<file path="config.mk">
export PLATFORM = sky130hd
export DESIGN_NAME = uart_regblk
export DESIGN_NICKNAME = d
export VERILOG_FILES = /design/src/rtl/uart_regblk_pkg.sv /design/src/rtl/uart_rbfifo.sv /design/src/rtl/uart_w1c_flags.sv /design/src/rtl/uart_regblk.sv
export SDC_FILE = /design/constraint.sdc
export NUM_CORES = 1
export LEC_CHECK = 0
export BUFFER_PORTS_ARGS = -buffer_cell sky130_fd_sc_hd__buf_2
export CORE_ASPECT_RATIO = 1.4
export CORE_MARGIN = 2
export CORE_UTILIZATION = 53
export CTS_CLUSTER_DIAMETER = 60
export DETAILED_ROUTE_END_ITERATION = 7
export GPL_ROUTABILITY_DRIVEN = 0
export PLACE_DENSITY = 0.72
export SLEW_MARGIN = 20
export SYNTH_ARGS = -nofsm -noshare
export SYNTH_HDL_FRONTEND = slang
export SYNTH_SLANG_ARGS = --single-unit
export TNS_END_PERCENT = 10
</file>
<file path="constraint.sdc">
create_clock -name clk -period 3.2 [get_ports clk]
set_clock_uncertainty 0.05 [all_clocks]
set_input_delay 0.16 -clock clk [delete_from_list [all_inputs] [get_ports clk]]
set_output_delay 0.16 -clock clk [all_outputs]
set_load 0.005 [all_outputs]
</file>
<file path="src/rtl/uart_regblk_pkg.sv">
package uart_regblk_pkg;
  // word offsets (address bits above the byte lane)
  localparam int OFF_CTRL = 0;
  localparam int OFF_RXD  = 1;
  localparam int OFF_TXD  = 2;
  localparam int OFF_STAT = 3;

  // control word
  localparam int CTRL_W    = 21;
  localparam int CB_AFE    = 12;
  localparam int CB_LVLSEL = 14;
  localparam int CB_EN     = 15;
  localparam int CB_RXIE   = 18;
  localparam int CB_TXIE   = 19;

  // status word
  localparam int NFLAG     = 5;
  localparam int SB_RXP    = 0;
  localparam int SB_TXP    = 1;
  localparam int SB_OVR    = 2;
  localparam int SB_TXERR  = 3;
  localparam int SB_RXERR  = 4;
  localparam int SB_RXEMP  = 5;
  localparam int SB_TXFUL  = 6;
  localparam int SB_CTS    = 7;
  localparam int SB_RTS    = 8;
  localparam int SB_TXEMP  = 10;
  localparam int SB_LVL    = 11;
  localparam int LVL_W     = 6;
  localparam int SB_BUSY   = 17;

  typedef logic [NFLAG-1:0] flag_vec_t;
endpackage

</file>
<file path="src/rtl/uart_rbfifo.sv">
module uart_rbfifo #(
  parameter int WIDTH = 8,
  parameter int DEPTH = 16,
  localparam int AW = (DEPTH > 1) ? $clog2(DEPTH) : 1,
  localparam int CW = $clog2(DEPTH + 1)
) (
  input  logic             clk,
  input  logic             rst,
  input  logic             push,
  input  logic [WIDTH-1:0] wdata,
  input  logic             pop,
  output logic [WIDTH-1:0] rdata,
  output logic [CW-1:0]    count,
  output logic             full,
  output logic             empty
);
  logic [WIDTH-1:0] mem [DEPTH];
  logic [AW-1:0]    wptr, rptr;
  logic             push_ok, pop_ok;

  assign full    = (count == CW'(DEPTH));
  assign empty   = (count == '0);
  assign push_ok = push && !full;
  assign pop_ok  = pop && !empty;
  assign rdata   = mem[rptr];

  always_ff @(posedge clk) begin
    if (push_ok) mem[wptr] <= wdata;
  end

  always_ff @(posedge clk) begin
    if (rst) begin
      wptr  <= '0;
      rptr  <= '0;
      count <= '0;
    end else begin
      if (push_ok) wptr <= (wptr == AW'(DEPTH - 1)) ? '0 : wptr + 1'b1;
      if (pop_ok)  rptr <= (rptr == AW'(DEPTH - 1)) ? '0 : rptr + 1'b1;
      if (push_ok && !pop_ok)      count <= count + 1'b1;
      else if (pop_ok && !push_ok) count <= count - 1'b1;
    end
  end
endmodule

</file>
<file path="src/rtl/uart_w1c_flags.sv">
module uart_w1c_flags #(
  parameter int N = 5
) (
  input  logic         clk,
  input  logic         rst,
  input  logic [N-1:0] set,
  input  logic [N-1:0] clr,
  output logic [N-1:0] q
);
  for (genvar i = 0; i < N; i++) begin : g_bit
    always_ff @(posedge clk) begin
      if (rst)         q[i] <= 1'b0;
      else if (set[i]) q[i] <= 1'b1;
      else if (clr[i]) q[i] <= 1'b0;
    end
  end
endmodule

</file>
<file path="src/rtl/uart_regblk.sv">
module uart_regblk
  import uart_regblk_pkg::*;
#(
  parameter int TX_DEPTH = 16,
  parameter int RX_DEPTH = 16,
  parameter int DATA_W   = 8,
  parameter int ADDR_W   = 12,
  localparam int BUS_W   = 32,
  localparam int WORD_W  = ADDR_W - 2,
  localparam int TX_CW   = $clog2(TX_DEPTH + 1),
  localparam int RX_CW   = $clog2(RX_DEPTH + 1)
) (
  input  logic              clk,
  input  logic              rst,
  input  logic              bus_req,
  input  logic              bus_we,
  input  logic [ADDR_W-1:0] bus_addr,
  input  logic [BUS_W-1:0]  bus_wdata,
  output logic [BUS_W-1:0]  bus_rdata,
  output logic [CTRL_W-1:0] cfg_o,
  output logic              tx_ready_o,
  output logic [DATA_W-1:0] tx_data_o,
  input  logic              tx_pop_i,
  input  logic              tx_busy_i,
  input  logic              rx_push_i,
  input  logic [DATA_W-1:0] rx_data_i,
  input  logic              rx_err_i,
  input  logic              cts_i,
  output logic              rts_o,
  output logic              irq_o
);
  logic [WORD_W-1:0] word;
  logic hit_ctrl, hit_rxd, hit_txd, hit_stat;
  logic wr_ctrl, wr_txd, wr_stat, rd_any, rd_rxd;
  logic [CTRL_W-1:0] ctrl_q;
  logic [TX_CW-1:0]  tx_cnt;
  logic [RX_CW-1:0]  rx_cnt;
  logic tx_full, tx_empty, rx_full, rx_empty;
  logic [DATA_W-1:0] rx_head;
  flag_vec_t flag_set, flag_clr, flags_q;
  logic [LVL_W-1:0] lvl;
  logic [BUS_W-1:0] stat_w, rd_next;
  logic unused_bits;

  assign unused_bits = ^{bus_addr[1:0], bus_wdata[BUS_W-1:CTRL_W]};

  // address decode
  assign word     = bus_addr[ADDR_W-1:2];
  assign hit_ctrl = bus_req && (word == WORD_W'(OFF_CTRL));
  assign hit_rxd  = bus_req && (word == WORD_W'(OFF_RXD));
  assign hit_txd  = bus_req && (word == WORD_W'(OFF_TXD));
  assign hit_stat = bus_req && (word == WORD_W'(OFF_STAT));
  assign wr_ctrl  = hit_ctrl && bus_we;
  assign wr_txd   = hit_txd && bus_we;
  assign wr_stat  = hit_stat && bus_we;
  assign rd_any   = bus_req && !bus_we;
  assign rd_rxd   = hit_rxd && !bus_we;

  // control register
  always_ff @(posedge clk) begin
    if (rst)          ctrl_q <= '0;
    else if (wr_ctrl) ctrl_q <= bus_wdata[CTRL_W-1:0];
  end
  assign cfg_o = ctrl_q;

  // FIFOs
  uart_rbfifo #(.WIDTH(DATA_W), .DEPTH(TX_DEPTH)) u_txf (
    .clk(clk), .rst(rst),
    .push(wr_txd), .wdata(bus_wdata[DATA_W-1:0]),
    .pop(tx_pop_i && tx_ready_o), .rdata(tx_data_o),
    .count(tx_cnt), .full(tx_full), .empty(tx_empty)
  );

  uart_rbfifo #(.WIDTH(DATA_W), .DEPTH(RX_DEPTH)) u_rxf (
    .clk(clk), .rst(rst),
    .push(rx_push_i), .wdata(rx_data_i),
    .pop(rd_rxd), .rdata(rx_head),
    .count(rx_cnt), .full(rx_full), .empty(rx_empty)
  );

  // sticky event flags
  always_comb begin
    flag_set           = '0;
    flag_set[SB_RXP]   = !rx_empty;
    flag_set[SB_TXP]   = !tx_full;
    flag_set[SB_OVR]   = rx_push_i && rx_full;
    flag_set[SB_TXERR] = wr_txd && tx_full;
    flag_set[SB_RXERR] = rx_err_i;
    flag_clr           = wr_stat ? bus_wdata[NFLAG-1:0] : '0;
  end

  uart_w1c_flags #(.N(NFLAG)) u_flags (
    .clk(clk), .rst(rst), .set(flag_set), .clr(flag_clr), .q(flags_q)
  );

  // line and engine handshakes
  assign tx_ready_o = !tx_empty && ctrl_q[CB_EN] && (!ctrl_q[CB_AFE] || cts_i);
  assign rts_o      = !(ctrl_q[CB_AFE] && rx_full);
  assign irq_o      = ctrl_q[CB_EN] &&
                      ((flags_q[SB_RXP] && ctrl_q[CB_RXIE]) ||
                       (flags_q[SB_TXP] && ctrl_q[CB_TXIE]));

  // status word
  assign lvl = ctrl_q[CB_LVLSEL] ? LVL_W'(tx_cnt) : LVL_W'(rx_cnt);

  always_comb begin
    stat_w                  = '0;
    stat_w[NFLAG-1:0]       = flags_q;
    stat_w[SB_RXEMP]        = rx_empty;
    stat_w[SB_TXFUL]        = tx_full;
    stat_w[SB_CTS]          = cts_i;
    stat_w[SB_RTS]          = rts_o;
    stat_w[SB_TXEMP]        = tx_empty;
    stat_w[SB_LVL +: LVL_W] = lvl;
    stat_w[SB_BUSY]         = tx_busy_i;
  end

  // registered read path
  always_comb begin
    rd_next = '0;
    if (rd_any) begin
      if (hit_ctrl)                 rd_next = BUS_W'(ctrl_q);
      else if (hit_rxd && !rx_empty) rd_next = BUS_W'(rx_head);
      else if (hit_stat)            rd_next = stat_w;
    end
  end

  always_ff @(posedge clk) begin
    if (rst) bus_rdata <= '0;
    else     bus_rdata <= rd_next;
  end
endmodule

</file>
==> impl_metrics.csv, run 1 <==
group,metric,value,unit
grt,grt_max_degree,53,
yosys,synth_area,13500,µm²
die,start_util,53.4,%
clock_network,cts_tree,"yes",
worst_setup_path,crit_start,"u_txf.count[0]$_SDFFE_PP0P_",
drt,drt_iter0_markers,592,
worst_setup_path,critPathMaxFanout,5,
clock_network,clk_pin_slew,0.07,ns
drt,firstDrtPassIters,4,
drt,viasPerCell,5.66,
clock_network,cts_num_sinks,337,
drt,drc_errors,0,
die,die-width,139,µm
clock_network,cts_made_buffers,30,
grt,antenna_found_initial,0,
yosys,netlist_instances,857,
min_path,hold_class,"in2reg",
yosys,yosys_warnings,0,
clock_network,h-tree-depth,1,
yosys,synth-seq-cells,337,
place,port_buffers,100,
die,die_y,193,µm
worst_setup_path,r2r_end,"u_txf.count[4]$_SDFFE_PP0P_",
yosys,synth.yosys.seq_area_share,69.2,%
power_and_ir_drop,seqPwrFrac,55.8,%
layout,final_nets,1112,
power_and_ir_drop,total_power,0.00861,W
worst_setup_path,crit_required,3.63,ns
power_and_ir_drop,p_clk_share,39.1,%
yosys,synth-main-ff-cell,"edfxtp_1",
grt,grt_pass1_vias,7995,
worst_setup_path,r2r_start,"u_txf.count[0]$_SDFFE_PP0P_",
timing,tightestPinTransition,0.847,ns
timing,final_hold_viol_count,0,
layout,num-fill-cells,1818,
drt,finalWirelength,28900,µm
power_and_ir_drop,combPwrFrac,5.1,%
worst_setup_path,rrSetupSlack,0.31,ns
timing,slew_headroom,43.1,%
grt,grt_pass1_wl,44100,µm
die,rows,69,
grt,grt-ovfl-total,0,
timing,finalSetupTns,0,ns
grt,grt_busiest_layer,"met2",
clock_network,clockBufferDepth,3,
die,coreArea,25200,µm²
timing,max_freq,346,MHz
drt,route.vias.total,7770,
clock_network,root_buffer,"clkbuf_16",
clock_network,insertion_delay,0.55,ns
timing,min_period_over_period,90.4,%
worst_setup_path,worstSetupEndpoint,"u_txf.count[4]$_SDFFE_PP0P_",
power_and_ir_drop,leakagePower,5.40,nW
power_and_ir_drop,powerDensity,544,nW/µm²
timing,setup_viol_count_final,0,
yosys,synthTopCellsByArea,"edfxtp_1, dfxtp_1, mux4_2",
run,max_cap_viol_count,0,
power_and_ir_drop,intPower,0.00680,W
layout,area_growth,17.6,%
timing,drv_slew,0,
worst_setup_path,arrival,3.32,ns
run_status,status,"complete, no violations",
timing,final.min_clock_period,2.89,ns
yosys,synth-edff-count,256,
power_and_ir_drop,p_switching,0.00181,W
timing,rsz0062_at_grt,"no",
worst_setup_path,critPathCaptureType,"flip-flop",
power_and_ir_drop,switching_share,21.0,%
grt,grt_util_all_layers,21.6,%
layout,antennaDiodeCount,0,
worst_setup_path,critPathLaunchType,"flip-flop",
yosys,avgSynthCellArea,15.7,µm²
drt,drtAntennaViolNets,0,
worst_setup_path,reg2reg_depth,12,
grt,use_met1,24.9,%
grt,use_met2,40.7,%
worst_setup_path,critPathKind,"reg2reg",
clock_network,post-cts-setup-buffers,0,
yosys,synth_commonest_cells,"edfxtp_1, dfxtp_1, nor2_1",
yosys,synth_top_area_share,57.1,%
layout,layout-drive-gt1-share,25.5,%
power_and_ir_drop,irDropWorstVdd,0.545,mV
die,ioPinCount,125,
yosys,ys_types,52,
grt,grtUsageMet3,2.53,%
yosys,yosys.area.top_type,"edfxtp_1",
yosys,yosysMostFrequentCell,"edfxtp_1",
drt,wire_per_inst,21.0,µm
place,dp_hpwl,19800,µm
die,die_area,26700,µm²
yosys,postSynth.asyncResetShare,0,%
## cell families after synthesis
group,count (synthesis),share of synthesized area [%]
other,1,0.0279
AO/OA/AOI/OAI,105,4.85
multiplexers,99,13.2
adder cells (fa/ha/maj),20,1.97
XOR/XNOR,12,0.781
flip-flops,337,69.2
buffers and inverters,69,2.39
AND/OR/NAND/NOR,214,7.55
## worst min path at each step
stage / startpoint / to / cells after the start
after CTS: bus_addr[2] / u_txf.wptr[3]$_SDFFE_PP0P_ / 5
after detailed placement: tx_busy_i / bus_rdata[17]$_SDFF_PP0_ / 3
after global placement: tx_busy_i / bus_rdata[17]$_SDFF_PP0_ / 3
after global routing: cts_i / bus_rdata[7]$_SDFF_PP0_ / 3
final: cts_i / bus_rdata[7]$_SDFF_PP0_ / 3
after floorplan: rx_data_i[0] / u_rxf.mem[0][0]$_DFFE_PP_ / 0
## sequential cells by signal, summed over array words and instances, names as in the netlist, 5 cells and up, named ones only
signal,count
u_flags.q,5
cfg_o,21
u_txf.mem,128
u_rxf.mem,128
bus_rdata,21
u_txf.count,5
u_rxf.count,5
## layout make-up
cell class              instances  area (µm²)  share of cell area, %
clock buffers                  38         802                   5.07
clock inverters                17         121                  0.767
inverters                      15        56.3                  0.356
multi-input cells             461        3870                   24.5
flip-flops and latches        337        9310                   58.8
well taps                     319         399                   2.52
repair buffers                186        1260                   7.94
## placed cells by master, fill, tap and decap left out, types with 3 or more instances in the layout
cell type	n
mux2_2	3
or3_1	5
clkinv_1	5
dlygate4sd3_1	34
a22oi_1	13
mux4_2	63
conb_1	11
inv_1	15
nand3b_1	3
a32oi_1	3
mux2i_1	33
ha_1	18
edfxtp_1	256
nor2b_1	8
o32ai_1	4
nor3b_1	3
nor3_1	15
clkinv_2	5
buf_2	100
nand2_1	65
xnor2_1	7
clkbuf_1	7
nor2_1	69
dfxtp_1	80
a21o_1	6
xor2_1	5
nand2b_1	6
o22ai_1	7
nand3_1	15
clkbuf_16	31
and2_1	5
a31oi_1	3
o21ai_0	8
a21oi_1	48
and3_1	4
clkinvlp_4	4
buf_4	50
a211oi_1	7
## metal layers
| metal | routed length [µm] | vias to the layer above |
|---|---|---|
| met5 | 0 | - |
| met1 | 10900 | 3861 |
| met4 | 1330 | 0 |
| li1 | - | 3613 |
| met2 | 15500 | 214 |
| met3 | 1140 | 82 |
## through the flow
step | utilization (%) | cells | cell area, µm² | setup WS, ns | hold slack, ns
3_5_place_dp | 57.7 | 1284 | 14600 | 0.210 | 0.355
6_report | 62.8 | 1373 | 15800 | 0.307 | 0.0546
4_1_cts | 62.7 | 1373 | 15800 | 0.223 | 0.0683
2_1_floorplan | - | 867 | 13500 | 0.338 | 0.209
5_1_grt | 62.8 | 1373 | 15800 | 0.129 | 0.0709
3_3_place_gp | 57.7 | 1284 | 14600 | 0.230 | 0.348
## worst max-delay path, stage by stage (launching register included)
cell and delay, ns:
dfxtp_1 0.36, nor4_1 0.31, buf_4 0.19, nand2_1 0.13, and3_1 0.21, ha_1 0.23, inv_1 0.14, ha_1 0.29
a21o_1 0.19, a21oi_1 0.18, xnor2_1 0.09, or3_1 0.31, a21oi_1 0.13
## power by group through the flow
stage | Sequential [W] | Clock [W] | Combinational, W
floorplan | 0.00489 | 0 | 0.000250
global placement | 0.00490 | 0 | 0.000399
detailed placement | 0.00490 | 0 | 0.000410
CTS | 0.00481 | 0.00343 | 0.000445
global route | 0.00481 | 0.00358 | 0.000493
finish | 0.00481 | 0.00336 | 0.000443
## repair_timing
item	CTS	global route
hold buffers	34	0
setup endpoints to repair	0	1
resized for setup	0	1
hold endpoints to repair	270	0
(Power assumes the default switching activity.)
==> run 2: changes to the inputs <==
- BUFFER_PORTS_ARGS: -buffer_cell sky130_fd_sc_hd__buf_2 -> -buffer_cell sky130_fd_sc_hd__clkbuf_2
==> impl_metrics.csv, run 2 (synthesized netlist as in run 1, its figures left out) <==
group,metric,value,unit
layout,final_common_cell,"edfxtp_1",
worst_setup_path,critPathKind,"reg2reg",
place,place_inst,1271,
timing,final.min_clock_period,2.91,ns
timing,drv_slew,0,
layout,final_nets,1091,
grt,use_met1,24.7,%
worst_setup_path,arrival,3.34,ns
grt,grt_max_degree,53,
clock_network,cts_made_buffers,30,
die,die_y,193,µm
layout,reg.largest.list,"u_rxf.mem (128), u_txf.mem (128)",
timing,final_hold_viol_count,0,
grt,grt_busiest_layer,"met2",
timing,rsz0062_at_grt,"no",
timing,setup_viol_count_final,0,
place,place_area,14500,µm²
worst_setup_path,slowest_stage,"dfxtp_1",
power_and_ir_drop,powerDensity,573,nW/µm²
layout,fin_util,62.6,%
grt,grt_util_all_layers,22.2,%
clock_network,cts_num_sinks,337,
clock_network,root_buffer,"clkbuf_16",
die,die-width,139,µm
layout,final_cell_area,15800,µm²
drt,drtAntennaViolNets,0,
timing,tightestPinTransition,1.01,ns
grt,grt_pass1_vias,7980,
drt,wire_per_inst,21.8,µm
run_status,status,"complete, no violations",
timing,setup_ws,0.293,ns
clock_network,clockBufferDepth,3,
drt,viasPerCell,5.74,
place,port_buffers,100,
die,start_util,53.4,%
timing,slew_headroom,32.4,%
die,rows,69,
grt,use_met2,43.2,%
drt,drt_iter0_markers,557,
grt,grt_pass1_wl,45100,µm
power_and_ir_drop,irDropWorstVdd,0.542,mV
run,max_cap_viol_count,0,
layout,final_cell_mix,"edfxtp_1, clkbuf_2, dfxtp_1",
worst_setup_path,crit_required,3.63,ns
clock_network,h-tree-depth,1,
grt,grtUsageMet3,2.93,%
die,die_area,26700,µm²
grt,grt-ovfl-total,0,
worst_setup_path,critPathCaptureType,"flip-flop",
layout,layoutNonFillerInstCount,1352,
layout,area_growth,17.2,%
grt,antenna_found_initial,0,
layout,layout-drive-gt1-share,25.2,%
timing,min_period_over_period,90.8,%
worst_setup_path,slowest_delay,0.47,ns
timing,max_freq,344,MHz
place,dp_hpwl,20300,µm
clock_network,insertion_delay,0.55,ns
worst_setup_path,critPathLaunchType,"flip-flop",
die,ioPinCount,125,
drt,route.vias.total,7754,
clock_network,cts_tree,"yes",
layout,antennaDiodeCount,0,
min_path,hold_class,"in2reg",
drt,finalWirelength,29500,µm
worst_setup_path,critPathMaxFanout,5,
drt,drc_errors,0,
die,coreArea,25200,µm²
power_and_ir_drop,leakagePower,5.33,nW
timing,finalSetupTns,0,ns
worst_setup_path,crit_chain,"nor4_2, a211o_1, nor2_1, nand2_1, ha_1, inv_1, ha_1, a21o_1, a21oi_1, xnor2_1, or3_1, a21oi_1",
clock_network,clk_pin_slew,0.07,ns
place,dp_slack,0.219,ns
drt,firstDrtPassIters,5,
==> run 2: area by class of cell <==
class                           count  area (µm²)
Clock buffer                       34         787
Multi-Input combinational cell    461        3870
Tap cell                          319         399
Sequential cell                   337        9310
Inverter                           15        56.3
Timing Repair Buffer              165        1090
Fill cell                        1852        9430
Clock inverter                     21         265
==> run 2: power by group <==
part | internal, W | switching (W)
clock | 0.00225 | 0.00155
sequential | 0.00476 | 0.0000479
combinational | 0.000184 | 0.000250
==> run 2: worst paths after layout <==
path | startpoint | depth (start not counted) | to | slack [ns]
setup / recovery | u_rxf.count[0]$_SDFFE_PP0P_ | 12 | u_rxf.count[4]$_SDFFE_PP0P_ | 0.29
setup reg to reg | u_rxf.count[0]$_SDFFE_PP0P_ | 12 | u_rxf.count[4]$_SDFFE_PP0P_ | 0.29
hold / removal | rx_data_i[0] | 1 | u_rxf.mem[15][0]$_DFFE_PP_ | 0.02
hold reg to reg | cfg_o[9]$_SDFFE_PP0P_ | 2 | cfg_o[9]$_SDFFE_PP0P_ | 0.41
==> run 2: timing repair <==
item                                    4_1_cts  5_1_grt
hold buffers                                 25        0
resized for setup                             0        0
endpoints found under the setup margin        0        1
endpoints found under the hold margin       135        0
setup buffers                                 0        1
==> run 2: metrics by stage <==
step | hold WS [ns] | total power (W)
3_3_place_gp | 0.338 | 0.00530
5_1_grt | 0.0247 | 0.00932
2_1_floorplan | 0.209 | 0.00514
6_report | 0.0186 | 0.00904
4_1_cts | 0.00539 | 0.00909
3_5_place_dp | 0.345 | 0.00531
==> run 2: critical path: cells and delay by family (launching register included) <==
kind            cells  cell delay (ns)
simple gates        4             0.75
buf+inv             1             0.13
compound gates      4             0.85
flops               1             0.47
xor+xnor            1             0.09
fa+ha+maj           2             0.49
==> run 2: layer usage <==
| layer | vias up | wire length, µm |
|---|---|---|
| li1 | 3562 | - |
| met1 | 3918 | 10900 |
| met2 | 211 | 16300 |
| met3 | 63 | 1150 |
| met4 | 0 | 1130 |
| met5 | - | 0 |
